**src/rtl/rheo_pkg.sv**
```systemverilog
package rheo_pkg;
  localparam int CH_COUNT = 3;

  typedef enum logic [3:0] {
    ST_IDLE,
    ST_DEV,
    ST_DEV_ACK,
    ST_REG,
    ST_REG_ACK,
    ST_DAT,
    ST_DAT_ACK,
    ST_WAIT_STOP,
    ST_TX,
    ST_TX_ACK
  } port_state_t;
endpackage

```
**src/rtl/rheo_line_sync.sv**
```systemverilog
module rheo_line_sync #(
  parameter int STAGES = 2
) (
  input  logic clk,
  input  logic rst,
  input  logic scl_i,
  input  logic sda_i,
  output logic sda_q,
  output logic scl_rise,
  output logic scl_fall,
  output logic start_det,
  output logic stop_det
);
  logic [STAGES-1:0] scl_pipe, sda_pipe;
  logic scl_q, scl_d, sda_d;

  always_ff @(posedge clk) begin
    if (rst) begin
      scl_pipe <= '1;
      sda_pipe <= '1;
      scl_d    <= 1'b1;
      sda_d    <= 1'b1;
    end else begin
      scl_pipe <= {scl_pipe[STAGES-2:0], scl_i};
      sda_pipe <= {sda_pipe[STAGES-2:0], sda_i};
      scl_d    <= scl_q;
      sda_d    <= sda_q;
    end
  end

  assign scl_q     = scl_pipe[STAGES-1];
  assign sda_q     = sda_pipe[STAGES-1];
  assign scl_rise  = scl_q & ~scl_d;
  assign scl_fall  = ~scl_q & scl_d;
  assign start_det = scl_q & scl_d & sda_d & ~sda_q;
  assign stop_det  = scl_q & scl_d & ~sda_d & sda_q;
endmodule

```
**src/rtl/rheo_busy_timer.sv**
```systemverilog
module rheo_busy_timer #(
  parameter int unsigned CYCLES = 20000
) (
  input  logic clk,
  input  logic rst,
  input  logic kick,
  output logic busy,
  output logic done
);
  localparam int W = $clog2(CYCLES + 1);
  logic [W-1:0] left;

  always_ff @(posedge clk) begin
    if (rst)              left <= '0;
    else if (kick)        left <= W'(CYCLES);
    else if (left != '0)  left <= left - 1'b1;
  end

  assign busy = (left != '0);
  assign done = (left == W'(1));
endmodule

```
**src/rtl/rheo_regbank.sv**
```systemverilog
module rheo_regbank #(
  parameter int         N       = 3,
  parameter logic [7:0] BASE    = 8'hF8,
  parameter logic [7:0] DEFAULT = 8'h40
) (
  input  logic             clk,
  input  logic             rst,
  input  logic             wr_en,
  input  logic [7:0]       wr_addr,
  input  logic [7:0]       wr_data,
  input  logic [7:0]       rd_addr,
  output logic [7:0]       rd_data,
  output logic [N-1:0][7:0] regs_q
);
  for (genvar g = 0; g < N; g++) begin : g_cell
    always_ff @(posedge clk) begin
      if (rst)
        regs_q[g] <= DEFAULT;
      else if (wr_en && wr_addr == 8'(int'(BASE) + g))
        regs_q[g] <= wr_data;
    end
  end

  always_comb begin
    rd_data = '0;
    for (int i = 0; i < N; i++)
      if (rd_addr == 8'(int'(BASE) + i)) rd_data = regs_q[i];
  end
endmodule

```
**src/rtl/rheo_regport.sv**
```systemverilog
module rheo_regport #(
  parameter int          STRAP_BITS  = 1,
  parameter logic [6:0]  DEV_PREFIX  = 7'b1010000,
  parameter logic [7:0]  REG_BASE    = 8'hF8,
  parameter logic [7:0]  REG_DEFAULT = 8'h40,
  parameter int unsigned BUSY_CYCLES = 20000,
  parameter int          SYNC_STAGES = 2
) (
  input  logic                  clk,
  input  logic                  rst,
  input  logic                  scl_i,
  input  logic                  sda_i,
  input  logic [STRAP_BITS-1:0] strap_i,
  output logic                  sda_oe_o,
  output logic [7:0]            chan0_q,
  output logic [7:0]            chan1_q,
  output logic [7:0]            chan2_q
);
  import rheo_pkg::*;

  localparam logic [6:0] STRAP_MASK = 7'((1 << STRAP_BITS) - 1);

  logic sda_q, scl_rise, scl_fall, start_det, stop_det;
  logic busy, commit, kick, wait_stop;
  port_state_t state;
  logic [3:0] bit_cnt;
  logic [7:0] shreg, reg_ptr, pend_addr, pend_data, rd_data;
  logic       rw_bit;
  logic [CH_COUNT-1:0][7:0] regs;
  logic       dev_match;

  rheo_line_sync #(.STAGES(SYNC_STAGES)) u_sync (
    .clk(clk), .rst(rst), .scl_i(scl_i), .sda_i(sda_i),
    .sda_q(sda_q), .scl_rise(scl_rise), .scl_fall(scl_fall),
    .start_det(start_det), .stop_det(stop_det)
  );

  rheo_busy_timer #(.CYCLES(BUSY_CYCLES)) u_timer (
    .clk(clk), .rst(rst), .kick(kick), .busy(busy), .done(commit)
  );

  rheo_regbank #(.N(CH_COUNT), .BASE(REG_BASE), .DEFAULT(REG_DEFAULT)) u_bank (
    .clk(clk), .rst(rst), .wr_en(commit), .wr_addr(pend_addr),
    .wr_data(pend_data), .rd_addr(reg_ptr), .rd_data(rd_data), .regs_q(regs)
  );

  assign wait_stop = (state == ST_WAIT_STOP);
  assign kick      = !busy && stop_det && wait_stop;
  assign dev_match = ((shreg[7:1] & ~STRAP_MASK) == (DEV_PREFIX & ~STRAP_MASK)) &&
                     ((shreg[7:1] & STRAP_MASK) == 7'(strap_i));

  always_ff @(posedge clk) begin
    if (rst) begin
      state     <= ST_IDLE;
      bit_cnt   <= '0;
      shreg     <= '0;
      reg_ptr   <= '0;
      pend_addr <= '0;
      pend_data <= '0;
      rw_bit    <= 1'b0;
      sda_oe_o  <= 1'b0;
    end else if (busy) begin
      state    <= ST_IDLE;
      bit_cnt  <= '0;
      sda_oe_o <= 1'b0;
    end else if (start_det) begin
      state    <= ST_DEV;
      bit_cnt  <= '0;
      sda_oe_o <= 1'b0;
    end else if (stop_det) begin
      state    <= ST_IDLE;
      sda_oe_o <= 1'b0;
    end else begin
      case (state)
        ST_DEV, ST_REG, ST_DAT: begin
          if (scl_rise && bit_cnt < 4'd8) begin
            shreg   <= {shreg[6:0], sda_q};
            bit_cnt <= bit_cnt + 1'b1;
          end else if (scl_fall && bit_cnt == 4'd8) begin
            if (state == ST_DEV) begin
              if (dev_match) begin
                sda_oe_o <= 1'b1;
                rw_bit   <= shreg[0];
                state    <= ST_DEV_ACK;
              end else begin
                state <= ST_IDLE;
              end
            end else if (state == ST_REG) begin
              sda_oe_o <= 1'b1;
              reg_ptr  <= shreg;
              state    <= ST_REG_ACK;
            end else begin
              sda_oe_o  <= 1'b1;
              pend_addr <= reg_ptr;
              pend_data <= shreg;
              state     <= ST_DAT_ACK;
            end
          end
        end
        ST_DEV_ACK: begin
          if (scl_fall) begin
            bit_cnt <= '0;
            if (rw_bit) begin
              shreg    <= rd_data;
              sda_oe_o <= ~rd_data[7];
              state    <= ST_TX;
            end else begin
              sda_oe_o <= 1'b0;
              state    <= ST_REG;
            end
          end
        end
        ST_REG_ACK: begin
          if (scl_fall) begin
            sda_oe_o <= 1'b0;
            bit_cnt  <= '0;
            state    <= ST_DAT;
          end
        end
        ST_DAT_ACK: begin
          if (scl_fall) begin
            sda_oe_o <= 1'b0;
            state    <= ST_WAIT_STOP;
          end
        end
        ST_TX: begin
          if (scl_rise && bit_cnt < 4'd8) begin
            bit_cnt <= bit_cnt + 1'b1;
          end else if (scl_fall) begin
            if (bit_cnt == 4'd8) begin
              sda_oe_o <= 1'b0;
              state    <= ST_TX_ACK;
            end else begin
              shreg    <= {shreg[6:0], 1'b0};
              sda_oe_o <= ~shreg[6];
            end
          end
        end
        ST_TX_ACK: begin
          if (scl_rise) state <= ST_IDLE;
        end
        default: ;
      endcase
    end
  end

  assign chan0_q = regs[0];
  assign chan1_q = regs[1];
  assign chan2_q = regs[2];
endmodule

```
**config.mk**
```make
export PLATFORM = sky130hd
export DESIGN_NAME = rheo_regport
export DESIGN_NICKNAME = d
export VERILOG_FILES = /design/src/rtl/rheo_pkg.sv /design/src/rtl/rheo_line_sync.sv /design/src/rtl/rheo_busy_timer.sv /design/src/rtl/rheo_regbank.sv /design/src/rtl/rheo_regport.sv
export SDC_FILE = /design/constraint.sdc
export NUM_CORES = 1
export LEC_CHECK = 0
export CORE_MARGIN = 10
export CORE_UTILIZATION = 30
export CTS_BUF_LIST = sky130_fd_sc_hd__clkbuf_8
export DETAILED_ROUTE_END_ITERATION = 8
export DONT_BUFFER_PORTS = 1
export GPL_ROUTABILITY_DRIVEN = 0
export PLACE_DENSITY_LB_ADDON = 0.08
export RECOVER_POWER = 25
export SYNTH_ARGS = -nofsm -noshare
export SYNTH_HDL_FRONTEND = slang
export SYNTH_SLANG_ARGS = --single-unit
```
**constraint.sdc**
```tcl
create_clock -name clk -period 4.75 [get_ports clk]
set_clock_uncertainty 0.05 [all_clocks]
set_input_delay 0.2375 -clock clk [delete_from_list [all_inputs] [get_ports clk]]
set_output_delay 0.2375 -clock clk [all_outputs]
set_load 0.02 [all_outputs]
```
; ---- Yosys cells after proc, flatten, opt, wreduce, memory -nomap -nowiden
; Index checks and enable logic that the tools add are counted.
[word_totals]
register_bits = 87
latchBits = 0
mem_bits_rw = 0
romBits = 0
out_inout_bits = 25
wordCells = 158
mem_count = 0
[classes]
add_sub_neg = 2
n_mul = 0
div_mod_pow = 0
magnitude_cmp = 1
n_eq_ne = 44
n_shift = 0
mux = 42
bitwise = 19
n_reduce_logical = 32
[ops]
columns = op, count
row1 = $mux 8, 9
row2 = $mux 4, 13
row3 = $eq 8x8->1 const B, 6
row4 = $ne 4x4->1 const B, 9
row5 = $reduce_and 8->1, 4
row6 = $mux 15, 2
row7 = $reduce_and 10->1, 3
row8 = $ne 2x2->1 const B, 12
row9 = $pmux 4 s6, 1
row10 = $pmux 8 s3, 1
row11 = $eq 4x3->1 const B, 4
row12 = $eq 15x1->1 const B, 1
row13 = $reduce_bool 15->1, 1
row14 = $sub 15x1->15 const B, 1
row15 = $eq 4x4->1 const B, 3
row16 = $mux 1, 12
row17 = $not 1->1, 12
row18 = $eq 4x2->1 const B, 2
row19 = $logic_and 1x1->1, 8
row20 = $pmux 4 s2, 1
row21 = $reduce_bool 8->1, 1
row22 = $reduce_or 2->1, 4
row23 = $reduce_or 4->1, 2
row24 = $and 1x1->1, 7
row25 = 16 further kinds, 21

; ---- Depth between registers and ports, before layout
; Gate-level depths: netlist (run 1).
[logic_depth]
depth_word = 9
ltp_mapped = 10
mapped_depth_nobuf = 7

; ---- Modules after synthesis
; Synthesis (run 1) repeated with hierarchy kept, for this count alone.
[unflattened]
hier_cells = 484
area_unflattened_um2 = 4511.8
[by_module_without_submodules]
columns = mod, instances, cells_each, area_each_um2, seq_area_each_um2
row1 = rheo_regport, 1, 256, 2280.9, 840.8
row2 = rheo_regbank, 1, 121, 1234.9, 480.5
row3 = rheo_busy_timer, 1, 91, 805.8, 300.3
row4 = rheo_line_sync, 1, 16, 190.2, 120.1

; ---- Worst setup path after synthesis (run 1)
; Ideal clock, no wire load.
[synth_path]
path_type = reg2reg
from = register shreg[2]
to = register sda_oe_o
setup_time_ns = 0.115
t_arrival_ns = 2.279
required_time_ns = 4.585
setup_slack_ns = 2.305
path_stages_with_launch = 6
n_path_buf = 0
period_less_slack_ns = 2.445
cell_sequence = dfxtp_1 -> or4b_4 -> or4b_4 -> a31o_1 -> or4_1 -> and3_1
[synth_between]
elab_chain_len = 4
[synth_rtl]
columns = item, line_no
row1 = "start, declared", rheo_regport.sv:27  ; logic [7:0] shreg, reg_ptr, pend_addr, pend_data, rd_data;
row2 = "start signal, assigned", rheo_regport.sv:77  ; shreg <= {shreg[6:0], sda_q};
row3 = "start signal, assigned", rheo_regport.sv:104  ; shreg <= rd_data;
row4 = "start signal, assigned", rheo_regport.sv:134  ; shreg <= {shreg[6:0], 1'b0};
row5 = $eq 6x6->1, rheo_regport.sv:49  ; assign dev_match = ((shreg[7:1] & ~STRAP_MASK) == (DEV_PREFIX & ~STRAP_MASK)) &&
row6 = $logic_and 1x1->1, rheo_regport.sv:49
row7 = $ne 3x3->1 (no source line), n/a
row8 = $reduce_and 8->1 (no source line), n/a
row9 = "end signal, assigned", rheo_regport.sv:105  ; sda_oe_o <= ~rd_data[7];
row10 = "end signal, assigned", rheo_regport.sv:135  ; sda_oe_o <= ~shreg[6];
row11 = "end, declared", rheo_regport.sv:14  ; output logic sda_oe_o,
; No other way between the ends.
; A chain may end at the register's enable or synchronous reset.

; ---- Worst setup path after layout (run 1)
[layout_path]
from = register u_timer.left[0]
to = register pend_addr[4]
[layout_between]
elab_chain_len = 3
[layout_rtl]
columns = item, line_no
row1 = "start, declared", rheo_busy_timer.sv:11  ; logic [W-1:0] left;
row2 = "start signal, assigned", rheo_busy_timer.sv:15  ; else if (kick) left <= W'(CYCLES);
row3 = "start signal, assigned", rheo_busy_timer.sv:16  ; else if (left != '0) left <= left - 1'b1;
row4 = $reduce_bool 15->1, rheo_busy_timer.sv:19  ; assign busy = (left != '0);
row5 = $not 1->1 (no source line), n/a
row6 = $reduce_and 8->1 (no source line), n/a
row7 = "end signal, assigned", rheo_regport.sv:94  ; pend_addr <= reg_ptr;
row8 = "end, declared", rheo_regport.sv:27
; No other way between the ends.

==> impl_metrics.py, run 1 <==
metrics = {
    "outcome": {
        "status": "complete, no violations",
    },
    "global_route": {
        "antenna_found_initial": 0,
        "grt_max_degree": 70,
        "grt_pass1_vias": 3253,
        "gr-total-overflow": 0,
        "track_usage_pct": 12.2,
        "grt_pass1_wl_um": 17700,
    },
    "critical_path": {
        "crit_buf_inv": 1,
        "path_cells": "inv_1, ha_1, or4b_1, nor4_1, nand3_1, nand2_1, a21oi_1",
        "r2r_start": "u_timer.left[0]$_SDFFE_PP0P_",
        "crit_type": "reg -> reg",
        "r2r_cells": 7,
        "cp.required_ns": 4.95,
        "crit_start": "u_timer.left[0]$_SDFFE_PP0P_",
        "max_stage_delay_ns": 0.67,
        "start_kind": "flop",
        "cp.depth": 7,
        "r2r_slack_ns": 1.88,
        "worst-path-max-fanout": 16,
        "crit_family": "simple AND/OR/NAND/NOR gates",
        "end_kind": "flop",
        "timing.rr.end": "pend_addr[4]$_SDFFE_PP0P_",
        "cp_slowest_cell": "nand3_1",
        "crit_end": "pend_addr[4]$_SDFFE_PP0P_",
        "cp.arrival_ns": 3.07,
    },
    "synthesis": {
        "synth_top_area_share_pct": 42.8,
        "synth_fp_nets": 481,
        "avgSynthCellArea_um2": 8.63,
        "synth_enable_flop_cells": 0,
        "synthTopCellsByArea": "dfxtp_1 43%, mux2i_1 9.8%, nor2_1 5.5%",
        "async_flop_share_pct": 0,
        "synth_most_common_cell": "dfxtp_1",
        "syn_inst": 472,
        "synth_area_mm2": 0.00407,
        "ys_types": 57,
        "ys_ff_latch": 87,
        "yosysSeqAreaShare_pct": 42.8,
        "synth_commonest_cells": "87 x dfxtp_1, 60 x nor2_1, 48 x nand2_1",
        "yosysTopAreaCell": "dfxtp_1",
        "synth_warnings": 0,
        "ys.flop_type": "dfxtp_1",
    },
    "cells_and_area": {
        "syn_to_final_growth_pct": 8.45,
        "diodes": 0,
        "layout-drive-gt1-share_pct": 6.09,
        "fin_nets": 467,
        "final_area_mm2": 0.00442,
    },
    "die": {
        "initial_utilization_pct": 30.7,
        "design.portCount": 30,
        "die-area_mm2": 0.0186,
        "die_h_um": 136,
        "dieWidth_um": 136,
        "fp-row-count": 42,
        "core_area_mm2": 0.0132,
    },
    "power": {
        "peakVddDrop_v": 0.000147,
        "powerDensity_mw_per_mm2": 416,
        "p_leak_uw": 0.00160,
    },
    "route": {
        "vias": 3292,
        "routed_wl_um": 10900,
        "ant_nets": 0,
        "avgViaCountPerCell": 5.18,
        "dr.pass1.iters": 4,
        "drtIter0Drc": 251,
        "drcViolationCount": 0,
        "wire_per_inst_um": 17.2,
    },
    "sta": {
        "fin_setup_tns_ns": 0,
        "relSlewSlack_pct": 34.4,
        "period_needed_ns": 2.87,
        "hold_violations": 0,
        "fmax_ghz": 0.348,
        "tightest_slew_ns": 0.982,
        "rsz0062_at_grt": "no",
        "slew_viol_final": 0,
        "setup_violations": 0,
        "finalCritPeriodShare_pct": 60.4,
    },
    "clock_network": {
        "cts_tree": "done",
        "clk_pin_slew_ns": 0.08,
        "cts_buffers": 9,
        "cts_htree_levels": 3,
        "cts_root_buf": "clkbuf_8",
        "cts_resized": 0,
        "clk_path_buf_depth": 2,
        "clkLatencyLatePin_ns": 0.37,
        "cts.sinks": 87,
    },
    "worst_hold_path": {
        "min_path_type": "in -> reg",
    },
    "place": {
        "io_buffer_count": 0,
        "dpl-instance-area_mm2": 0.00419,
        "dp_hpwl_um": 7230,
    },
    "run": {
        "cap_violations": 0,
    },
}
## metal layers
layer  track usage (%)  part of all wire (%)  vias to the layer above
li1                  -                     -                     1658
met4              5.80                   1.2                        0
met1              15.0                    46                     1553
met5                 0                     0                        -
met2              19.3                    48                       70
met3              3.19                   5.5                       11
## flip-flops by register name, summed over array words and instances, names as in the netlist
name	cells
u_sync.scl_pipe	2
reg_ptr	8
u_timer.left	15
pend_addr	8
sda_oe_o	1
u_sync.sda_d	1
pend_data	8
u_bank.regs_q	24
shreg	8
rw_bit	1
bit_cnt	4
state	4
u_sync.sda_pipe	2
u_sync.scl_d	1
## tightest hold or removal path: stages
cell,delay [ns]
nor3_1,0.07
nand2_1,0.07
a21oi_1,0.04
## worst min path at each step
stage | from | to | slack (ns) | cells after the start
after floorplan | scl_i | u_sync.scl_pipe[0]$_SDFF_PP1_ | 0.29 | 1
after global placement | rst | u_timer.left[5]$_SDFFE_PP0P_ | 0.27 | 1
after detailed placement | rst | u_timer.left[5]$_SDFFE_PP0P_ | 0.27 | 1
after CTS | rst | state[0]$_SDFFE_PP0P_ | 0.01 | 3
after global routing | rst | state[0]$_SDFFE_PP0P_ | 0.05 | 3
final | rst | state[0]$_SDFFE_PP0P_ | 0.04 | 3
## through the flow
stage,total power [uW],hold slack [ns],setup slack (ns),util (%),cells
6_report,1830,0.0357,1.88,33.3,636
5_1_grt,1960,0.0476,1.52,33.3,636
4_1_cts,1860,0.0138,1.84,33.3,636
3_5_place_dp,1350,0.274,1.87,31.7,619
3_3_place_gp,1350,0.272,1.91,31.7,619
2_1_floorplan,1240,0.291,2.31,-,472
## final cells by class
| class | instances | area (um^2) |
|---|---|---|
| Fill cell | 1426 | 8830 |
| Multi-Input combinational cell | 343 | 2170 |
| Sequential cell | 87 | 1740 |
| Tap cell | 176 | 220 |
| Clock buffer | 9 | 124 |
| Timing Repair Buffer | 7 | 80.1 |
| Clock inverter | 4 | 42.5 |
| Inverter | 10 | 37.5 |
## cells by family after synthesis
logic type / after synthesis / share of synthesized area, %
mux: 40 / 9.83
compound gates: 109 / 17.6
buf+inv: 42 / 4.09
flops: 87 / 42.8
xor+xnor: 15 / 3.23
fa+ha+maj: 4 / 1.23
simple gates: 175 / 21.2
## report_power, final
part	leakage (uW)	total [uW]	internal, uW	switching, uW
Sequential	0.000704	838	780	57.9
Clock	0.0000934	485	230	255
Combinational	0.000798	512	195	317
## layout by cell type (no fill, tap or decap), types with 3 or more instances in the layout
cell type,Yosys,layout
dfxtp_1,87,87
nor2_1,60,60
nand2_1,48,48
mux2i_1,40,40
a21oi_1,34,34
inv_1,10,12
xnor2_1,11,11
a211oi_1,10,10
o22ai_1,10,10
a22oi_1,9,9
nor3_1,9,9
clkbuf_8,0,9
or4_1,8,8
a31oi_1,8,8
o21ai_0,7,7
or2_2,7,7
nor2b_1,5,5
nand3_1,5,5
nand2b_1,4,4
xor2_1,4,4
o31ai_1,4,4
nand4_1,4,4
ha_1,4,4
nor4_1,3,3
nand3b_1,3,3
or4b_1,3,3
o21ai_1,3,3
o21a_1,3,3
and3_1,3,3
nand4b_1,3,3
dlygate4sd3_1,0,3
buf_4,1,3
## timing repair
action                    CTS  global route
hold endpoints to repair   68             0
hold buffers                4             0
buffers inserted            0             0
Power figures use the tool's default switching activity.
==> run 2: changes to the inputs <==
==> constraint.sdc (replaced) <==
create_clock -name clk -period 2.4 [get_ports clk]
set_clock_uncertainty 0.05 [all_clocks]
set_input_delay 0.12 -clock clk [delete_from_list [all_inputs] [get_ports clk]]
set_output_delay 0.12 -clock clk [all_outputs]
set_load 0.02 [all_outputs]
==> impl_metrics.py, run 2 (synthesis gave the netlist of run 1 again) <==
metrics = {
    "clock_network": {
        "clkLatencyLatePin_ns": 0.37,
        "cts_root_buf": "clkbuf_8",
        "cts_tree": "done",
        "cts.sinks": 87,
        "cts_htree_levels": 3,
        "clk_pin_slew_ns": 0.10,
        "cts_buffers": 9,
        "cts_hold_buf": 8,
        "clk_path_buf_depth": 2,
    },
    "cells_and_area": {
        "largest-register": "u_bank.regs_q",
        "syn_to_final_growth_pct": 19.6,
        "layout_commonest_cell": "dfxtp_1",
        "layout-drive-gt1-share_pct": 17.4,
        "fillCellCount": 1371,
        "fin_nets": 515,
        "largest_reg_flops": 24,
        "reg_top3": "u_bank.regs_q: 24 flops, u_timer.left: 15 flops",
        "final_cell_mix": "85 x dfxtp_1, 60 x nor2_1, 48 x nand2_1",
        "diodes": 0,
        "final_area_mm2": 0.00487,
    },
    "power": {
        "power_switching_uw": 1460,
        "power_switching_share_pct": 35.7,
        "p_leak_uw": 0.00182,
        "p_int_uw": 2620,
        "p_clk_share_pct": 24.2,
        "peakVddDrop_v": 0.000428,
        "combinationalPowerShare_pct": 35.9,
        "p_seq_share_pct": 39.9,
        "powerDensity_mw_per_mm2": 838,
    },
    "die": {
        "die_h_um": 136,
        "design.portCount": 30,
        "initial_utilization_pct": 30.7,
        "fp-row-count": 42,
        "dieWidth_um": 136,
        "core_area_mm2": 0.0132,
        "die-area_mm2": 0.0186,
    },
    "worst_hold_path": {
        "min_path_cells": 1,
        "min_path_type": "in -> reg",
        "holdCritStartpoint": "rst",
        "whs_endpoint": "u_timer.left[5]$_SDFFE_PP0P_",
    },
    "critical_path": {
        "crit_family": "simple AND/OR/NAND/NOR gates",
        "cp.required_ns": 2.63,
        "path_cells": "or4_4, or4_4, nor4b_4, buf_4, mux2i_1, nor2_1",
        "path_common_cell": "or4_4",
        "worst-path-max-fanout": 5,
        "max_stage_delay_ns": 0.55,
        "cp.arrival_ns": 2.58,
        "end_kind": "flop",
        "timing.rr.end": "u_bank.regs_q[2]$_SDFFE_PP0P_",
        "crit_type": "reg -> reg",
        "r2r_slack_ns": 0.05,
        "r2r_start": "u_timer.left[5]$_SDFFE_PP0P_",
        "crit_buf_inv": 1,
        "cp_slowest_cell": "or4_4",
        "r2r_cells": 6,
        "start_kind": "flop",
    },
    "route": {
        "ant_nets": 0,
        "dr.pass1.iters": 4,
        "vias": 3473,
        "drcViolationCount": 0,
        "wire_per_inst_um": 16.7,
        "avgViaCountPerCell": 5.06,
        "drtIter0Drc": 305,
        "routed_wl_um": 11500,
    },
    "sta": {
        "fmax_ghz": 0.426,
        "fin_setup_tns_ns": 0,
        "timing.hold.ws_ns": -0.250,
        "period_needed_ns": 2.35,
        "relSlewSlack_pct": 58.3,
        "tightest_slew_ns": 0.624,
        "finalCritPeriodShare_pct": 97.9,
        "slew_viol_final": 0,
        "setup_violations": 0,
        "rsz0062_at_grt": "yes",
        "hold_violations": 64,
    },
    "global_route": {
        "gr-total-overflow": 0,
        "track_usage_pct": 12.8,
        "grt_max_degree": 74,
        "grt_pass1_vias": 3450,
        "antenna_found_initial": 0,
        "grt_pass1_wl_um": 18900,
    },
    "place": {
        "io_buffer_count": 0,
        "dpl-instance-area_mm2": 0.00450,
        "dp_hpwl_um": 7800,
    },
    "outcome": {
        "status": "finished, violations left",
        "violations": "negative hold slack",
    },
    "run": {
        "cap_violations": 0,
    },
}
[run 2: cell types whose count changed in the layout (fill, tap and decap cells not counted), sizes merged]
cell	change
buf	+43
dlygate4sd3	+5
clkinvlp	+2
bufinv	-1
clkinv	+1
inv	+1
[run 2: area by class of cell]
type | instances | area [um^2] | area share, %
well taps | 176 | 220 | 4.52
clock inverters | 7 | 53.8 | 1.11
multi-input cells | 343 | 2240 | 46.0
inverters | 10 | 37.5 | 0.771
repair buffers | 55 | 449 | 9.23
clock buffers | 9 | 124 | 2.54
flip-flops and latches | 87 | 1740 | 35.8
[run 2: metrics by stage]
step                instances  setup slack [ns]  utilization, %  power (uW)  hold WS, ns
CTS                       684           0.00482            36.1        3920       -0.256
detailed placement        659           -0.0392            34.0        2890        0.161
floorplan                 472          -0.00259               -        2450        0.174
global route              687           -0.0202            36.8        4370       -0.274
global placement          659           -0.0274            34.0        2900        0.155
finish                    687            0.0506            36.8        4080       -0.250
[run 2: routing by layer]
metal / GRT usage (%) / share of wire, % / wire [um] / vias to the layer above
met2: 20.5 / 46 / 5340 / 60
met5: 0 / 0 / 0 / -
li1: - / - / - / 1755
met1: 15.7 / 46 / 5290 / 1644
met3: 4.69 / 6.0 / 687 / 14
met4: 3.85 / 1.5 / 169 / 0
[run 2: worst max path at each step]
stage,start,to,slack [ns],cells after the start
2_1_floorplan,u_timer.left[0]$_SDFFE_PP0P_,reg_ptr[0]$_SDFFE_PP0P_,-0.003,8
3_3_place_gp,u_timer.left[10]$_SDFFE_PP0P_,u_bank.regs_q[0]$_SDFFE_PP0P_,-0.03,6
3_5_place_dp,u_timer.left[10]$_SDFFE_PP0P_,u_bank.regs_q[7]$_SDFFE_PP0P_,-0.04,6
4_1_cts,u_timer.left[5]$_SDFFE_PP0P_,u_bank.regs_q[14]$_SDFFE_PP1P_,0.005,7
5_1_grt,u_timer.left[5]$_SDFFE_PP0P_,u_bank.regs_q[0]$_SDFFE_PP0P_,-0.02,6
6_report,u_timer.left[5]$_SDFFE_PP0P_,u_bank.regs_q[2]$_SDFFE_PP0P_,0.05,6
[run 2: worst register-to-register path, cell delays in order (launching register included)]
cell and delay (ns):
dfxtp_2 0.33, or4_4 0.53, or4_4 0.55, nor4b_4 0.34, buf_4 0.22, mux2i_1 0.18
nor2_1 0.05
[run 2: power groups by stage]
stage | sequential (uW) | clock, uW | combinational, uW
6_report | 1630 | 985 | 1470
5_1_grt | 1640 | 1100 | 1630
4_1_cts | 1620 | 1030 | 1270
3_5_place_dp | 1650 | 0 | 1240
3_3_place_gp | 1650 | 0 | 1250
2_1_floorplan | 1650 | 0 | 800
[run 2: what timing repair did]
item                                    in CTS  in global routing
resized for setup                            2                 15
endpoints found under the setup margin      16                 56
endpoints found under the hold margin       71                 65
cloned                                       0                  1
buffers inserted                             1                  2
pin swaps                                    2                  0
